--- config.mk ---
export PLATFORM = sky130hd
export DESIGN_NAME = pgr_call_ctrl
export DESIGN_NICKNAME = d
export VERILOG_FILES = /design/src/rtl/pgr_pkg.sv /design/src/rtl/pgr_addr_match.sv /design/src/rtl/pgr_term_policy.sv /design/src/rtl/pgr_call_ctrl.sv
export SDC_FILE = /design/constraint.sdc
export NUM_CORES = 1
export LEC_CHECK = 0
export BUFFER_PORTS_ARGS = -buffer_cell sky130_fd_sc_hd__clkbuf_2
export CORE_MARGIN = 10
export CORE_UTILIZATION = 40
export CTS_BUF_LIST = sky130_fd_sc_hd__clkbuf_8 sky130_fd_sc_hd__clkbuf_16
export CTS_CLUSTER_SIZE = 16
export DETAILED_ROUTE_END_ITERATION = 8
export PLACE_DENSITY_LB_ADDON = 0.12
export SYNTH_ARGS = -nofsm -noshare
export SYNTH_HDL_FRONTEND = slang
export SYNTH_SLANG_ARGS = --single-unit
--- constraint.sdc ---
create_clock -name clk_i -period 2.1 [get_ports clk_i]
set_input_delay 0.105 -clock clk_i [delete_from_list [all_inputs] [get_ports clk_i]]
set_output_delay 0.105 -clock clk_i [all_outputs]
set_load 0.02 [all_outputs]
--- src/rtl/pgr_pkg.sv ---
package pgr_pkg;
  localparam int CW_W      = 32;
  localparam int ADDR_HI_W = 18;
  localparam int PAY_W     = 20;
  localparam int FUNC_W    = 2;
  localparam int FRAME_W   = 3;
  localparam int ADDR_LSB  = CW_W - 1 - ADDR_HI_W;   // 13
  localparam int FUNC_LSB  = ADDR_LSB - FUNC_W;       // 11
  localparam int PAY_LSB   = CW_W - 1 - PAY_W;        // 11

  typedef enum logic [1:0] {
    POL_FIRST_A = 2'b00,
    POL_FIRST_B = 2'b01,
    POL_SINGLE  = 2'b10,
    POL_DOUBLE  = 2'b11
  } err_pol_e;
endpackage

--- src/rtl/pgr_addr_match.sv ---
module pgr_addr_match
  import pgr_pkg::*;
#(
  parameter int NUM_ADDR = 4,
  localparam int IDX_W   = $clog2(NUM_ADDR),
  localparam int PER_GRP = NUM_ADDR / 2
) (
  input  logic [ADDR_HI_W-1:0]                addr_field_i,
  input  logic [FRAME_W-1:0]                  frame_i,
  input  logic [NUM_ADDR-1:0][ADDR_HI_W-1:0]  user_addr_i,
  input  logic [FRAME_W-1:0]                  frame_lo_i,
  input  logic [FRAME_W-1:0]                  frame_hi_i,
  output logic                                hit_o,
  output logic [IDX_W-1:0]                    idx_o
);
  logic [NUM_ADDR-1:0] hits;

  for (genvar k = 0; k < NUM_ADDR; k++) begin : g_cmp
    logic [FRAME_W-1:0] own_frame;
    if (k < PER_GRP) begin : g_lo
      assign own_frame = frame_lo_i;
    end else begin : g_hi
      assign own_frame = frame_hi_i;
    end
    assign hits[k] = (addr_field_i == user_addr_i[k]) && (frame_i == own_frame);
  end

  // lowest index has priority
  always_comb begin
    hit_o = 1'b0;
    idx_o = '0;
    for (int k = NUM_ADDR - 1; k >= 0; k--) begin
      if (hits[k]) begin
        hit_o = 1'b1;
        idx_o = IDX_W'(k);
      end
    end
  end
endmodule

--- src/rtl/pgr_term_policy.sv ---
module pgr_term_policy
  import pgr_pkg::*;
(
  input  logic       active_i,     // in call, valid, not sync slot
  input  logic       uncorr_i,
  input  logic       is_idle_i,
  input  logic       msb_zero_i,
  input  logic       first_i,      // first codeword after address
  input  logic       prev_unc_i,
  input  logic [1:0] err_pol_i,
  output logic       end_o
);
  err_pol_e pol;
  assign pol = err_pol_e'(err_pol_i);

  always_comb begin
    end_o = 1'b0;
    if (active_i) begin
      if (!uncorr_i) begin
        end_o = is_idle_i || msb_zero_i;
      end else begin
        unique case (pol)
          POL_SINGLE:               end_o = 1'b1;
          POL_DOUBLE:               end_o = prev_unc_i;
          POL_FIRST_A, POL_FIRST_B: end_o = prev_unc_i || first_i;
          default:                  end_o = 1'b1;
        endcase
      end
    end
  end
endmodule

--- src/rtl/pgr_call_ctrl.sv ---
module pgr_call_ctrl
  import pgr_pkg::*;
#(
  parameter int          NUM_ADDR = 4,
  parameter logic [31:0] IDLE_CW  = 32'h7A89C197,
  localparam int         IDX_W    = $clog2(NUM_ADDR)
) (
  input  logic                               clk_i,
  input  logic                               rst_ni,
  input  logic                               cw_valid_i,
  input  logic [CW_W-1:0]                    cw_i,
  input  logic                               cw_uncorr_i,
  input  logic                               sync_slot_i,
  input  logic [FRAME_W-1:0]                 frame_i,
  input  logic [NUM_ADDR-1:0][ADDR_HI_W-1:0] user_addr_i,
  input  logic [FRAME_W-1:0]                 frame_lo_i,
  input  logic [FRAME_W-1:0]                 frame_hi_i,
  input  logic [1:0]                         err_pol_i,
  output logic                               call_start_o,
  output logic [IDX_W-1:0]                   call_idx_o,
  output logic [FUNC_W-1:0]                  call_func_o,
  output logic                               msg_valid_o,
  output logic [PAY_W-1:0]                   msg_data_o,
  output logic                               call_end_o,
  output logic [IDX_W-1:0]                   end_idx_o,
  output logic [FUNC_W-1:0]                  end_func_o,
  output logic                               in_call_o
);
  logic             active, good, is_idle, msb_zero, is_addr;
  logic             hit, new_call, end_call, take_msg;
  logic [IDX_W-1:0] hit_idx;
  logic             in_call_q, first_q, prev_unc_q;
  logic [IDX_W-1:0] cur_idx_q;
  logic [FUNC_W-1:0] cur_func_q;

  assign active   = cw_valid_i && !sync_slot_i;
  assign good     = active && !cw_uncorr_i;
  assign is_idle  = (cw_i == IDLE_CW);
  assign msb_zero = !cw_i[CW_W-1];
  assign is_addr  = msb_zero && !is_idle;

  pgr_addr_match #(.NUM_ADDR(NUM_ADDR)) u_match (
    .addr_field_i (cw_i[CW_W-2:ADDR_LSB]),
    .frame_i      (frame_i),
    .user_addr_i  (user_addr_i),
    .frame_lo_i   (frame_lo_i),
    .frame_hi_i   (frame_hi_i),
    .hit_o        (hit),
    .idx_o        (hit_idx)
  );

  pgr_term_policy u_term (
    .active_i   (active && in_call_q),
    .uncorr_i   (cw_uncorr_i),
    .is_idle_i  (is_idle),
    .msb_zero_i (msb_zero),
    .first_i    (first_q),
    .prev_unc_i (prev_unc_q),
    .err_pol_i  (err_pol_i),
    .end_o      (end_call)
  );

  // terminating address codeword is re-evaluated in the same cycle
  assign new_call = good && is_addr && hit;
  assign take_msg = good && in_call_q && !msb_zero;

  always_ff @(posedge clk_i or negedge rst_ni) begin
    if (!rst_ni) begin
      in_call_q  <= 1'b0;
      first_q    <= 1'b0;
      prev_unc_q <= 1'b0;
      cur_idx_q  <= '0;
      cur_func_q <= '0;
    end else if (active) begin
      in_call_q  <= new_call || (in_call_q && !end_call);
      first_q    <= new_call;
      prev_unc_q <= cw_uncorr_i && !new_call;
      if (new_call) begin
        cur_idx_q  <= hit_idx;
        cur_func_q <= cw_i[FUNC_LSB +: FUNC_W];
      end
    end
  end

  always_ff @(posedge clk_i or negedge rst_ni) begin
    if (!rst_ni) begin
      call_start_o <= 1'b0;
      call_idx_o   <= '0;
      call_func_o  <= '0;
      msg_valid_o  <= 1'b0;
      msg_data_o   <= '0;
      call_end_o   <= 1'b0;
      end_idx_o    <= '0;
      end_func_o   <= '0;
    end else begin
      call_start_o <= new_call;
      msg_valid_o  <= take_msg;
      call_end_o   <= end_call;
      if (new_call) begin
        call_idx_o  <= hit_idx;
        call_func_o <= cw_i[FUNC_LSB +: FUNC_W];
      end
      if (take_msg) msg_data_o <= cw_i[PAY_LSB +: PAY_W];
      if (end_call) begin
        end_idx_o  <= cur_idx_q;
        end_func_o <= cur_func_q;
      end
    end
  end

  assign in_call_o = in_call_q;

  AST_START_FROM_ADDR: assert property (@(posedge clk_i) disable iff (!rst_ni)
    call_start_o |-> $past(cw_valid_i && !cw_uncorr_i && !cw_i[CW_W-1] && !sync_slot_i));
  AST_MSG_IN_CALL: assert property (@(posedge clk_i) disable iff (!rst_ni)
    msg_valid_o |-> in_call_o);
  AST_END_NEEDS_CALL: assert property (@(posedge clk_i) disable iff (!rst_ni)
    call_end_o |-> $past(in_call_o));
  AST_START_OPENS: assert property (@(posedge clk_i) disable iff (!rst_ni)
    call_start_o |-> in_call_o);
  AST_POL_SINGLE: assert property (@(posedge clk_i) disable iff (!rst_ni)
    (in_call_o && cw_valid_i && !sync_slot_i && cw_uncorr_i && err_pol_i == 2'b10)
      |=> call_end_o);
  AST_SYNC_QUIET: assert property (@(posedge clk_i) disable iff (!rst_ni)
    (cw_valid_i && sync_slot_i) |=> (!msg_valid_o && !call_start_o && !call_end_o));
endmodule

==> reports/metrics.csv <==
stage;metric;value;unit
drt;DRC viols;0;
timing;unrepaired setup endpoints after global routing;no;
place;pre-CTS WS;-0.01685;ns
clock_network;CTS max path bufs;2;
setup_path;Crit. End Element;flop;
drt;1st-pass router iterations;4;
grt;number of global-route vias before repair;2564;
drt;routed len/inst;18.84;µm
layout;Fill cells;596;
layout;cell area after layout;3527;µm²
timing;Final Setup Violations;0;
clock_network;H-tree depth;2;
logic_synthesis;Syn. warnings;0;
power_and_ir_drop;Leak Pwr;0.001860;µW
timing;Slew Limit Fails;0;
drt;Routed Antenna Nets;0;
logic_synthesis;Compound-Gate Fraction of Synth Area;3.796;%
setup_path;kind of critical path;input pin to flop;
logic_synthesis;Synth Area in Simple Gates;12.64;%
grt;GR Overflow Total;0;
logic_synthesis;Synth Area in Adders;0;%
drt;DRT iter0 DRCs;73;
drt;Total Routed Length;8.742;mm
grt;initial antenna violation count;0;
die;Starting Density;41.00;%
clock_network;CTS tree;built;
logic_synthesis;Netlist cell types;36;
drt;via count;2290;
timing;Tightest Pin Transition;0.9617;ns
logic_synthesis;Avg Cell Area, Syn;11.27;µm²
clock_network;post-CTS setup buffers;0;
timing;final worst path period share;84.30;%
clock_network;TritonCTS Buffers;5;
setup_path;WP data arrival;1.95;ns
timing;clk_skew;0.006391;ns
die;die area;10140;µm²
setup_path;critical path fanouts, max;7;
layout;fin cells;464;
place;GP Congestion;0.8799;
logic_synthesis;post-synthesis sequential area ratio;36.52;%
clock_network;Clock Pin Slew Worst Setup and Hold Paths;0.07;ns
logic_synthesis;syn nets;351;
grt;gr usage total;16.85;%
timing;Hold Violations, Final;0;
place;port bufs;151;
power_and_ir_drop;PD cells;464.3;nW/µm²
die;row count;29;
place;hpwl dp;7.400;mm
layout;# diodes;0;
clock_network;Skew-Pair Late Insertion Delay;0.30;ns
setup_path;R2R cell count;5;
timing;Slew HR;35.89;%
min_path;Hold Path Class;input pin to flop;
logic_synthesis;flops & latches, synth;38;
layout;most common cell after layout, fill and taps aside;clkbuf_2;
timing;minimum clock period;1.770;ns
timing;Max Fclk;564.9;MHz
logic_synthesis;XOR/XNOR share of the synthesized area;26.53;%
layout;final net count;506;
clock_network;CTS sink count;38;
logic_synthesis;mapped cell area;2604;µm²
layout;layout cells sized above 1;54.78;%
logic_synthesis;largest family of logic cells by synthesized area;XOR/XNOR gates;
place;placement-stage cell area;3422;µm²
grt;first-pass GRT wire length;13.49;mm
power_and_ir_drop;Worst VDD drop;0.4090;mV
logic_synthesis;Mapped Cells;231;
timing;worst setup margin;0.3298;ns
min_path;Hold Crit Depth;2;
logic_synthesis;mux contribution to synthesized area;13.12;%
job;Max Cap Viol;0;
die;Die H;100.7;µm
setup_path;Req. time, crit path;2.28;ns
power_and_ir_drop;total power;1638;µW
drt;Avg Vias per Cell;4.935;
die;Die X-Extent;100.7;µm
run_status;status;complete, no violations;
grt;largest net degree at the start of global routing;39;
layout;P&R area growth vs syn;35.46;%
place;Placed Cells incl. Taps;455;
layout;utilization after layout;55.55;%
setup_path;crit start category;input pin;
layout;commonest cells after routing, fill and taps aside;151 x clkbuf_2, 42 x xnor2_1, 38 x dfrtp_1;
die;Core ar.;6350;µm²
die;I/O pin cnt;152;
clock_network;clock root buffer;clkbuf_8;
-- timing repair --
item / CTS / global route
hold endpoints to repair: 38 / 0
gates resized for setup: 0 / 0
hold buffers: 1 / 0
-- power by group --
| part | internal (µW) | total, µW | switching [µW] |
|---|---|---|---|
| combinational | 192 | 371 | 180 |
| clock | 264 | 531 | 267 |
| sequential | 734 | 736 | 1.54 |
-- Yosys cell counts, drive strengths merged --
| cell type | count | area [µm²] |
|---|---|---|
| nor4b | 2 | 17.52 |
| a22oi | 2 | 15.01 |
| nand4bb | 1 | 11.26 |
| nor3 | 2 | 10.01 |
| clkbuf | 2 | 7.510 |
| xnor2 | 43 | 384.1 |
| buf | 19 | 158.9 |
| o21a | 1 | 7.510 |
| nor4bb | 1 | 10.01 |
| a21oi | 4 | 20.02 |
| o21bai | 1 | 7.510 |
| o31a | 1 | 8.760 |
| o31ai | 1 | 7.510 |
| nor2 | 2 | 7.510 |
| nand2 | 2 | 7.510 |
| or4 | 3 | 30.03 |
| nand4b | 1 | 8.760 |
| nand2b | 1 | 6.260 |
| and4b | 1 | 10.01 |
| o41a | 1 | 12.51 |
| nand4 | 14 | 87.58 |
| dfrtp | 38 | 950.9 |
| nand3 | 1 | 5.000 |
| inv | 7 | 26.28 |
| mux2 | 29 | 341.6 |
| and4bb | 1 | 12.51 |
| nor4 | 12 | 105.1 |
| xor2 | 35 | 306.5 |
| a21o | 2 | 15.01 |
| o21ai | 1 | 5.000 |
-- final timing paths --
path / start / end / slack [ns]
min: cw_i[11] / call_func_o[0] / 0.11
max: cw_i[13] / cur_func_q[0] / 0.33
max reg2reg: first_q / end_func_o[1] / 0.66
max in group asynchronous: rst_ni / msg_data_o[2] / 1.01
min reg2reg: first_q / first_q / 0.50
min in group asynchronous: rst_ni / msg_data_o[15] / 0.48
-- kinds of logic after synthesis --
| kind of cell | count (synthesis) |
|---|---|
| AO/OA/AOI/OAI | 14 |
| XOR/XNOR | 78 |
| buffers and inverters | 28 |
| flip-flops | 38 |
| multiplexers | 29 |
| AND/OR/NAND/NOR | 44 |
-- state kept, by name (all words and copies together) (netlist names) --
| name | cells |
|---|---|
| msg_data_o | 20 |
| call_func_o | 2 |
| call_idx_o | 2 |
| cur_func_q | 2 |
| cur_idx_q | 2 |
| end_func_o | 2 |
| end_idx_o | 2 |
| call_end_o | 1 |
| call_start_o | 1 |
| first_q | 1 |
| in_call_o | 1 |
| msg_valid_o | 1 |
| prev_unc_q | 1 |
-- layer usage --
metal / track usage, % / vias to the layer above / part of all wire, %
li1: - / 1104 / -
met5: 0 / - / 0
met3: 6.790 / 11 / 9.9
met1: 20.25 / 1077 / 42
met4: 5.109 / 0 / 1.7
met2: 26.88 / 98 / 47
-- layout make-up --
type / count / area [µm²] / area share (%)
Timing Repair Buffer: 169 / 893.4 / 25.33
Tap cell: 77 / 96.34 / 2.731
Multi-Input combinational cell: 165 / 1465 / 41.54
Clock inverter: 2 / 12.51 / 0.3547
Clock buffer: 6 / 82.58 / 2.341
Sequential cell: 38 / 950.9 / 26.96
Inverter: 7 / 26.28 / 0.7449
-- critical path, stage by stage --
cell,delay [ns]
clkbuf_2,0.20
xor2_1,0.21
nor4_1,0.27
nand4_1,0.17
nor4_1,0.31
o41a_2,0.35
mux2_4,0.32
-- through the flow --
step                hold WS (ns)  setup TNS (ns)
finish                    0.1090               0
global route              0.1067               0
CTS                       0.1003               0
detailed placement        0.2973        -0.05109
global placement          0.3006               0
floorplan                -0.1906               0
No activity file was read; power rests on OpenSTA's default activity.
